--- src/rtl/hpa_pkg.sv ---
package hpa_pkg;

    // Merge a higher group with the adjacent lower group: returns {g, p}.
    function automatic logic [1:0] gp_merge(
        input logic g_hi,
        input logic p_hi,
        input logic g_lo,
        input logic p_lo
    );
        return {g_hi | (p_hi & g_lo), p_hi & p_lo};
    endfunction

endpackage

--- src/rtl/hpa_pre.sv ---
module hpa_pre #(
    parameter int WIDTH = 256
) (
    input  logic [WIDTH-1:0] x,
    input  logic [WIDTH-1:0] y,
    input  logic             cin,
    output logic [WIDTH-1:0] g_o,
    output logic [WIDTH-1:0] p_o
);

    // Bitwise generate/propagate; the carry-in joins bit 0 as extra generate.
    always_comb begin
        p_o    = x ^ y;
        g_o    = x & y;
        g_o[0] = g_o[0] | (p_o[0] & cin);
    end

endmodule

--- src/rtl/hpa_bk_sweep.sv ---
module hpa_bk_sweep
    import hpa_pkg::*;
#(
    parameter int WIDTH  = 256,
    parameter int LEVELS = 2,
    parameter bit UPWARD = 1'b1
) (
    input  logic [WIDTH-1:0] g_i,
    input  logic [WIDTH-1:0] p_i,
    output logic [WIDTH-1:0] g_o,
    output logic [WIDTH-1:0] p_o
);

    if (UPWARD) begin : g_upsweep
        logic [WIDTH-1:0] g_cur, p_cur, g_nxt, p_nxt;
        // Level lv builds spans of 2^(lv+1) at positions aligned to that span.
        always_comb begin
            g_cur = g_i;
            p_cur = p_i;
            g_nxt = g_i;
            p_nxt = p_i;
            for (int lv = 0; lv < LEVELS; lv++) begin
                g_nxt = g_cur;
                p_nxt = p_cur;
                for (int b = 0; b < WIDTH; b++) begin
                    if (((b + 1) % (2 << lv)) == 0) begin
                        {g_nxt[b], p_nxt[b]} = gp_merge(g_cur[b], p_cur[b],
                                                        g_cur[b - (1 << lv)],
                                                        p_cur[b - (1 << lv)]);
                    end
                end
                g_cur = g_nxt;
                p_cur = p_nxt;
            end
            g_o = g_cur;
            p_o = p_cur;
        end
    end else begin : g_downsweep
        logic [WIDTH-1:0] g_cur, p_cur, g_nxt, p_nxt;
        // Widest span first: a position holding a partial span of 2^d joins
        // the finished prefix directly below it.
        always_comb begin
            g_cur = g_i;
            p_cur = p_i;
            g_nxt = g_i;
            p_nxt = p_i;
            for (int k = 0; k < LEVELS; k++) begin
                g_nxt = g_cur;
                p_nxt = p_cur;
                for (int b = 0; b < WIDTH; b++) begin
                    if ((((b + 1) % (1 << (LEVELS - 1 - k))) == 0) &&
                        (((b + 1) % (2 << (LEVELS - 1 - k))) != 0) &&
                        (b >= (1 << (LEVELS - 1 - k)))) begin
                        {g_nxt[b], p_nxt[b]} = gp_merge(g_cur[b], p_cur[b],
                                                        g_cur[b - (1 << (LEVELS - 1 - k))],
                                                        p_cur[b - (1 << (LEVELS - 1 - k))]);
                    end
                end
                g_cur = g_nxt;
                p_cur = p_nxt;
            end
            g_o = g_cur;
            p_o = p_cur;
        end
    end

endmodule

--- src/rtl/hpa_ks.sv ---
module hpa_ks
    import hpa_pkg::*;
#(
    parameter int WIDTH  = 256,
    parameter int STRIDE = 4
) (
    input  logic [WIDTH-1:0] g_i,
    input  logic [WIDTH-1:0] p_i,
    output logic [WIDTH-1:0] g_o,
    output logic [WIDTH-1:0] p_o
);

    localparam int TOPS  = WIDTH / STRIDE;
    localparam int RANKS = (TOPS > 1) ? $clog2(TOPS) : 0;

    logic [WIDTH-1:0] g_cur, p_cur, g_nxt, p_nxt;

    // Dense network over the block tops only: every top merges each rank.
    always_comb begin
        int hi;
        int lo;
        hi    = 0;
        lo    = 0;
        g_cur = g_i;
        p_cur = p_i;
        g_nxt = g_i;
        p_nxt = p_i;
        for (int r = 0; r < RANKS; r++) begin
            g_nxt = g_cur;
            p_nxt = p_cur;
            for (int t = 0; t < TOPS; t++) begin
                if (t >= (1 << r)) begin
                    hi = (t + 1) * STRIDE - 1;
                    lo = hi - (STRIDE << r);
                    {g_nxt[hi], p_nxt[hi]} = gp_merge(g_cur[hi], p_cur[hi],
                                                      g_cur[lo], p_cur[lo]);
                end
            end
            g_cur = g_nxt;
            p_cur = p_nxt;
        end
        g_o = g_cur;
        p_o = p_cur;
    end

endmodule

--- src/rtl/hpa_stage.sv ---
module hpa_stage #(
    parameter int DW = 8
) (
    input  logic          clk,
    input  logic          rst,
    input  logic          vld_i,
    input  logic [DW-1:0] dat_i,
    output logic          vld_o,
    output logic [DW-1:0] dat_o
);

    typedef struct packed {
        logic          vld;
        logic [DW-1:0] dat;
    } slot_t;

    slot_t slot_d, slot_q;

    always_comb begin
        slot_d.vld = vld_i;
        slot_d.dat = dat_i;
    end

    // Only the valid bit is reset; data follows its valid bit.
    always_ff @(posedge clk) begin
        if (rst) slot_q.vld <= 1'b0;
        else     slot_q.vld <= slot_d.vld;
        slot_q.dat <= slot_d.dat;
    end

    assign vld_o = slot_q.vld;
    assign dat_o = slot_q.dat;

    assert_valid_reset_R6: assert property (@(posedge clk) rst |=> !vld_o)
        else $error("stage valid survived reset");

    assert_valid_follow_R4: assert property (@(posedge clk) disable iff (rst)
        vld_i |=> vld_o)
        else $error("stage lost a valid operation");

    assert_valid_drop_R4: assert property (@(posedge clk) disable iff (rst)
        !vld_i |=> !vld_o)
        else $error("stage invented a valid operation");

endmodule

--- src/rtl/hybrid_prefix_adder.sv ---
module hybrid_prefix_adder
    import hpa_pkg::*;
#(
    parameter int WIDTH     = 256,
    parameter int BK_LEVELS = 2,
    parameter bit PIPELINED = 1'b1
) (
    input  logic             clk,
    input  logic             rst,
    input  logic             in_valid,
    input  logic [WIDTH-1:0] x,
    input  logic [WIDTH-1:0] y,
    input  logic             cin,
    output logic             out_valid,
    output logic [WIDTH-1:0] sum,
    output logic             cout
);

    localparam int GROUP = 1 << BK_LEVELS;

    typedef struct packed {
        logic             cin;
        logic [WIDTH-1:0] porig;
        logic [WIDTH-1:0] p;
        logic [WIDTH-1:0] g;
    } lane_t;

    typedef struct packed {
        logic             carry;
        logic [WIDTH-1:0] total;
    } result_t;

    lane_t   pre_d, s1_q, up_d, s2_q, ks_d, s3_q;
    result_t post_d, s4_q;
    logic    s1_vld, s2_vld, s3_vld;

    logic [WIDTH-1:0] g_pre, p_pre, g_up, p_up, g_ks, p_ks, g_dn, p_dn;
    logic [WIDTH:0]   carry_vec;

    // Precompute.
    hpa_pre #(.WIDTH(WIDTH)) u_pre (
        .x   (x),
        .y   (y),
        .cin (cin),
        .g_o (g_pre),
        .p_o (p_pre)
    );

    always_comb begin
        pre_d.cin   = cin;
        pre_d.porig = p_pre;
        pre_d.p     = p_pre;
        pre_d.g     = g_pre;
    end

    // Sparse upward sweep.
    hpa_bk_sweep #(.WIDTH(WIDTH), .LEVELS(BK_LEVELS), .UPWARD(1'b1)) u_up (
        .g_i (s1_q.g),
        .p_i (s1_q.p),
        .g_o (g_up),
        .p_o (p_up)
    );

    always_comb begin
        up_d   = s1_q;
        up_d.g = g_up;
        up_d.p = p_up;
    end

    // Dense network across block tops.
    hpa_ks #(.WIDTH(WIDTH), .STRIDE(GROUP)) u_ks (
        .g_i (s2_q.g),
        .p_i (s2_q.p),
        .g_o (g_ks),
        .p_o (p_ks)
    );

    always_comb begin
        ks_d   = s2_q;
        ks_d.g = g_ks;
        ks_d.p = p_ks;
    end

    // Sparse downward sweep and sum postcompute.
    hpa_bk_sweep #(.WIDTH(WIDTH), .LEVELS(BK_LEVELS), .UPWARD(1'b0)) u_down (
        .g_i (s3_q.g),
        .p_i (s3_q.p),
        .g_o (g_dn),
        .p_o (p_dn)
    );

    always_comb begin
        carry_vec    = {g_dn, s3_q.cin};
        post_d.total = s3_q.porig ^ carry_vec[WIDTH-1:0];
        post_d.carry = carry_vec[WIDTH];
    end

    if (PIPELINED) begin : g_pipe
        hpa_stage #(.DW($bits(lane_t))) u_s1 (
            .clk (clk), .rst (rst),
            .vld_i (in_valid), .dat_i (pre_d),
            .vld_o (s1_vld),   .dat_o (s1_q)
        );
        hpa_stage #(.DW($bits(lane_t))) u_s2 (
            .clk (clk), .rst (rst),
            .vld_i (s1_vld), .dat_i (up_d),
            .vld_o (s2_vld), .dat_o (s2_q)
        );
        hpa_stage #(.DW($bits(lane_t))) u_s3 (
            .clk (clk), .rst (rst),
            .vld_i (s2_vld), .dat_i (ks_d),
            .vld_o (s3_vld), .dat_o (s3_q)
        );
        hpa_stage #(.DW($bits(result_t))) u_s4 (
            .clk (clk), .rst (rst),
            .vld_i (s3_vld),    .dat_i (post_d),
            .vld_o (out_valid), .dat_o (s4_q)
        );
    end else begin : g_flat
        assign s1_vld    = in_valid;
        assign s1_q      = pre_d;
        assign s2_vld    = s1_vld;
        assign s2_q      = up_d;
        assign s3_vld    = s2_vld;
        assign s3_q      = ks_d;
        assign out_valid = s3_vld;
        assign s4_q      = post_d;

        // Prefix network against a plain wide addition, same cycle.
        assert_sum_R7: assert property (@(posedge clk) disable iff (rst)
            in_valid |-> ({cout, sum} ==
                          ({1'b0, x} + {1'b0, y} + {{WIDTH{1'b0}}, cin})))
            else $error("combinational sum mismatch");
    end

    assign sum  = s4_q.total;
    assign cout = s4_q.carry;

    // Above bit 0 a bit cannot both generate and propagate.
    assert_gp_exclusive_R1: assert property (@(posedge clk) disable iff (rst)
        s1_vld |-> ((s1_q.g[WIDTH-1:1] & s1_q.p[WIDTH-1:1]) == '0))
        else $error("generate and propagate overlap");

    // A finished prefix propagate implies the bit itself propagates.
    assert_prefix_p_R3: assert property (@(posedge clk) disable iff (rst)
        s3_vld |-> ((p_dn & ~s3_q.porig) == '0))
        else $error("prefix propagate without bit propagate");

    // Full-width propagate passes the carry-in straight to the carry-out.
    assert_full_propagate_R3: assert property (@(posedge clk) disable iff (rst)
        (s3_vld && p_dn[WIDTH-1]) |-> (g_dn[WIDTH-1] == s3_q.cin))
        else $error("carry-in lost on full propagate");

endmodule

--- config.mk ---
export PLATFORM = sky130hd
export DESIGN_NAME = hybrid_prefix_adder
export DESIGN_NICKNAME = d
export VERILOG_FILES = /design/src/rtl/hpa_pkg.sv /design/src/rtl/hpa_pre.sv /design/src/rtl/hpa_bk_sweep.sv /design/src/rtl/hpa_ks.sv /design/src/rtl/hpa_stage.sv /design/src/rtl/hybrid_prefix_adder.sv
export SDC_FILE = /design/constraint.sdc
export NUM_CORES = 2
export LEC_CHECK = 0
export CAP_MARGIN = 20
export CORE_ASPECT_RATIO = 1.25
export CORE_MARGIN = 5
export CORE_UTILIZATION = 52
export CTS_CLUSTER_DIAMETER = 30
export CTS_CLUSTER_SIZE = 16
export DETAILED_ROUTE_END_ITERATION = 10
export PLACE_DENSITY = 0.77
export SYNTH_ARGS = -nofsm -noshare
export SYNTH_HDL_FRONTEND = slang
export SYNTH_SLANG_ARGS = --single-unit
--- constraint.sdc ---
create_clock -name clk -period 3.2 [get_ports clk]
set_input_delay 0.32 -clock clk [delete_from_list [all_inputs] [get_ports clk]]
set_output_delay 0.32 -clock clk [all_outputs]
set_load 0.01 [all_outputs]
### Word-level counts from Yosys, hierarchy flattened

Cells that the tools add are included.

* bitwise gates (word level): 1924

Operators with widths (number)
* bitwise AND 1 bit: 1217
* OR 1 bit: 704
* XOR 256 bit: 2
* bitwise AND 256 bit: 1

* bits in registers: 2568
* input port bits: 516
* output and inout port bits: 258
* logic and storage cells: 1932

### Longest topological paths before layout

* depth in word-level cells: 12
* mapped depth: 11
* mapped depth without buffers: 11

### By module

A second synthesis with hierarchy kept.

* cell total of the unflattened synthesis: 5061
* area total of the unflattened synthesis: 70602.7 um^2

Modules (own cells, without submodules)
* hpa_stage (g_pipe.u_s1 ...): instances 3, cells an instance 771, area each 15428.5 um^2, seq. area each 15414.8 um^2
* hpa_ks: instances 1, cells an instance 882, area each 5667.9 um^2, seq. area each 0.0 um^2
* hpa_stage (g_pipe.u_s4): instances 1, cells an instance 259, area each 5178.7 um^2, seq. area each 5165.0 um^2
* hpa_bk_sweep (u_up): instances 1, cells an instance 582, area each 4316.6 um^2, seq. area each 0.0 um^2
* hpa_bk_sweep (u_down): instances 1, cells an instance 512, area each 3701.0 um^2, seq. area each 0.0 um^2
* hpa_pre: instances 1, cells an instance 257, area each 3210.6 um^2, seq. area each 0.0 um^2
* hybrid_prefix_adder: instances 1, cells an instance 256, area each 2242.2 um^2, seq. area each 0.0 um^2

### Worst setup path before layout

OpenSTA, ideal clock, no wires.

* path kind: register to register
* start point: register g_pipe.u_s2.slot_q, in the netlist g_pipe.u_s2.dat_o[319]
* end point: register g_pipe.u_s3.slot_q, in the netlist g_pipe.u_s3.dat_o[231]
* setup time: 0.096 ns
* arrival time: 2.131 ns
* required time: 3.104 ns
* slack: 0.973 ns
* cell stages (with the launch flop): 10
* buffers on the path: 0
* period minus slack after synthesis: 2.227 ns
* path through: dfxtp_1 -> nand4_1 -> or2_1 -> a2111oi_4 -> nor4_2 -> nor4_2 -> o211ai_2 -> o21ai_2 -> nor2_1 -> o41ai_2

* word-level cells in the longest chain between the ends: 10
* elaborated cells on any way between the ends: 16
* those cells by class: bitwise (16)

RTL lines
* from (decl): RTL line hpa_stage.sv:17 `slot_t slot_d, slot_q;`
* bitwise AND 1 bit: RTL line hpa_pkg.sv:10 `return {g_hi | (p_hi & g_lo), p_hi & p_lo};`
* OR 1 bit: RTL line hpa_pkg.sv:10
* bitwise AND 1 bit: RTL line hpa_pkg.sv:10
* OR 1 bit (2 in series): RTL line hpa_pkg.sv:10
* bitwise AND 1 bit: RTL line hpa_pkg.sv:10
* OR 1 bit: RTL line hpa_pkg.sv:10
* OR 1 bit (*): RTL line hpa_pkg.sv:10
* bitwise AND 1 bit (*): RTL line hpa_pkg.sv:10
* OR 1 bit (*): RTL line hpa_pkg.sv:10
* via g_ks[231]: RTL line hybrid_prefix_adder.sv:37 `logic [WIDTH-1:0] g_pre, p_pre, g_up, p_up, g_ks, p_ks, g_dn, p_dn;`
* to (decl): RTL line hpa_stage.sv:17

The timed path passes the listed nets; every way through them passes the cells marked *.
A chain may end at the register's enable or synchronous reset.

### Worst setup path after layout

* start point: register g_pipe.u_s2.slot_q, in the netlist g_pipe.u_s2.dat_o[3]
* end point: register g_pipe.u_s3.slot_q, in the netlist g_pipe.u_s3.dat_o[243]

* word-level cells in the longest chain between the ends: 8

RTL lines (RTL line)
* bitwise AND 1 bit: hpa_pkg.sv:10
* OR 1 bit: hpa_pkg.sv:10
* bitwise AND 1 bit: hpa_pkg.sv:10
* OR 1 bit: hpa_pkg.sv:10
* bitwise AND 1 bit: hpa_pkg.sv:10
* OR 1 bit: hpa_pkg.sv:10
* via g_ks[115]: hybrid_prefix_adder.sv:37
* bitwise AND 1 bit: hpa_pkg.sv:10
* OR 1 bit: hpa_pkg.sv:10
* via g_ks[243]: hybrid_prefix_adder.sv:37

The timed path passes the listed nets, and every way through them passes these cells.

==> impl_results.md <==
* Status: finished, final reports clean
* DPL Wire Length at roughly 95 mm
* Critical Path Fanout Max at 4
* CTS buffer count at 224
* First-pass GRT wire length at approximately 190 mm
* Post-synth EDFFs at 0
* Total power at roughly 60000 µW
* WL/cell at 21.4 µm
* Setup slack, reg-to-reg at 0.28 ns
* Final core occ at 70.5%
* WL met1 at approximately 45 mm
* First drt pass iteration count at 5
* Most frequent cells in the layout: dfxtp_1, clkdlybuf4s50_1, ha_1
* Core area at a little under 100000 µm²
* Critical Path, Cell by Cell: a211oi_1 > o21bai_2 > o2111ai_1 > a2111oi_2 > o21ai_1 > o21bai_2 > a21oi_1 > inv_2 > a21o_1 > a21boi_2 > o21ai_1
* Final Setup Violations at 0
* Pwr Density at 878 nW/µm²
* Worst path slowest cell: o2111ai_1
* WS Path Type: reg -> reg
* Area of the multi-input gates at roughly 11000 µm²
* Post-synth ARST share at 0%
* Arr. time, crit path at ~3.6 ns
* Max IR drop VDD at 0.558 mV
* Most common cell after layout, fill and taps aside: dfxtp_1
* Die W at 291 µm
* Mapped Cells at about 3400
* Max_cap viols at 0
* DRC viols at 0
* Top sig layer: met5
* Critical path endpoint category: flop
* TritonCTS clock tree: done
* Post-DRT Antenna Nets at 0
* Synthesis-stage register bit count at just under 2000
* Ys flop type: dfxtp_1
* # clock sinks at a little under 2000
* Synthesized Nets at 4311
* CP Launch Type: flop
* Vias/cell at 4.77
* Met2 Routed Length at 69.0 mm
* Largest net degree at the start of global routing at 17
* Synth warn at 0
* Clock slew seen by the registers of the worst setup and hold paths at around 0.06 ns
* Min-delay worst type: in -> reg
* Initial antenna violation count at between 40 and 50
* Boundary Pins at around 770
* LEAKAGE at roughly 0.031 µW
* Input/output buffers at 773
* GPL Wtd Cong at 0.887
* Die Y at 361 µm
* DR WL met3 at 8.00 mm
* Resized cells post-CTS at 0
* Clock Path Buffers at 3
* Hold_buf cts at 0
* DIE AREA at 105000 µm²
* Worst slew pin tran at 0.539 ns
* Clock latency on the worst-skew pair at about 0.81 ns
* Fin Clk Skew at around 0.04 ns
* FILL cells at around 6400
* Final hold viol count at 0
* Rows at roughly 130
* Htree depth at 4
* Total track usage at between 20% and 30%
* Part of the cycle the worst path needs at between 90% and 100%
* Area Overhead vs Synth at 34.4%
* F_max at around 0.34 GHz
* Reg area at between 30000 and 40000 µm²
* Mapped Avg Cell Area at between 15 and 20 µm²
* Nets at about 5300
* Initial Util at between 50% and 60%
* Fraction of layout cells with a size suffix above 1 at a little under a tenth
* Total Wirelength at about 130 mm
* Vias at 28300
* Post CTS Setup Buffer Count at 0
* Tmin final at ~2.9 ns
* Max incr delay on CP at approximately 0.38 ns
* Post-synthesis sequential area ratio at between 70% and 80%
* Critical Path RT at 3.85 ns
* Setup_tns at 0 ns
* Slew Limit Fails at 0
* Total gr overflow at 0
* Synthesized area at approximately 51000 µm²
* Normalized max-slew margin at between 60% and 70%
* RSZ-0062 raised after global routing: no
* Root Buffer: clkbuf_16
* Initial DRC Count at about 1200
* Yosys cell types at just over 60
* Vias in the first global route at a little over 30000
[layer usage]
metal | vias up | track usage (%)
li1 | 13600 | -
met1 | 13600 | 24.9
met2 | 849 | 44.8
met3 | 229 | 6.60
met4 | 20 | 9.57
met5 | - | 0
[kinds of logic (layout without fill, tap and decap cells)]
kind of cell | Yosys count | after routing | synth area share [%]
AO/OA/AOI/OAI | 472 | 472 | 6.54
buffers and inverters | 21 | 1218 | 0.154
flip-flops | 1989 | 1989 | 77.7
AND/OR/NAND/NOR | 418 | 418 | 4.02
adder cells (fa/ha/maj) | 383 | 383 | 9.35
XOR/XNOR | 129 | 129 | 2.21
other | 0 | 32 | 0
[cells in the mapped netlist (17+ instances only)]
master    number  area share [%]
o21ai_0       32            0.31
dfxtp_1     1989              78
inv_1         19            0.14
nand4_1       21            0.26
and3_1        65            0.79
xnor2_1      127             2.2
a21o_1       286             4.2
nor2_1       165             1.2
ha_1         383             9.4
and2_1        64            0.78
o21bai_1      17            0.25
nand2_1       56            0.41
a21oi_1       71            0.69
[path summary, 6_finish.rpt]
kind / startpoint / to / depth (start not counted)
setup / recovery: g_pipe.u_s2.dat_o[3] / g_pipe.u_s3.dat_o[243] / 11
hold / removal: in_valid / g_pipe.u_s1.vld_o / 2
setup reg to reg: g_pipe.u_s2.dat_o[3] / g_pipe.u_s3.dat_o[243] / 11
hold reg to reg: g_pipe.u_s2.dat_o[581] / g_pipe.u_s3.dat_o[581] / 0
[where the power goes]
| part | switching, µW | internal [µW] | leakage (µW) |
|---|---|---|---|
| Sequential | 1270 | 27500 | 0.0167 |
| Combinational | 2090 | 2710 | 0.00994 |
| Clock | 10900 | 16000 | 0.00394 |
[stage by stage]
stage / setup slack, ns / hold slack [ns] / cell area (µm²) / std cells
global placement: 0.516 / 0.309 / 60600 / 5484
floorplan: 0.973 / 0.310 / 51200 / 3412
CTS: 0.329 / 0.0297 / 68800 / 5909
global route: 0.122 / 0.0566 / 68800 / 5932
finish: 0.284 / 0.0966 / 68900 / 5941
detailed placement: 0.407 / 0.312 / 60600 / 5484
[critical path, delay by kind of cell, from the launching register on]
family | cells | cell delay [ns]
buf+inv | 1 | 0.06
flops | 1 | 0.33
compound gates | 10 | 2.36
[cell type report]
type / count / area share, %
Sequential cell: 1989 / 57.8
Multi-Input combinational cell: 1402 / 16.5
Timing Repair Buffer: 773 / 11.2
Clock buffer: 251 / 8.55
Clock inverter: 174 / 3.33
Tap cell: 1300 / 2.36
Antenna cell: 32 / 0.116
Inverter: 20 / 0.109
[flip-flops by register name (all words and copies together) (netlist names)]
signal,cells
g_pipe.u_s1.vld_o,1
g_pipe.u_s4.vld_o,1
g_pipe.u_s4.dat_o,257
g_pipe.u_s1.dat_o,513
g_pipe.u_s3.dat_o,576
g_pipe.u_s3.vld_o,1
g_pipe.u_s2.dat_o,639
g_pipe.u_s2.vld_o,1
No activity file was read; power rests on OpenSTA's default activity.
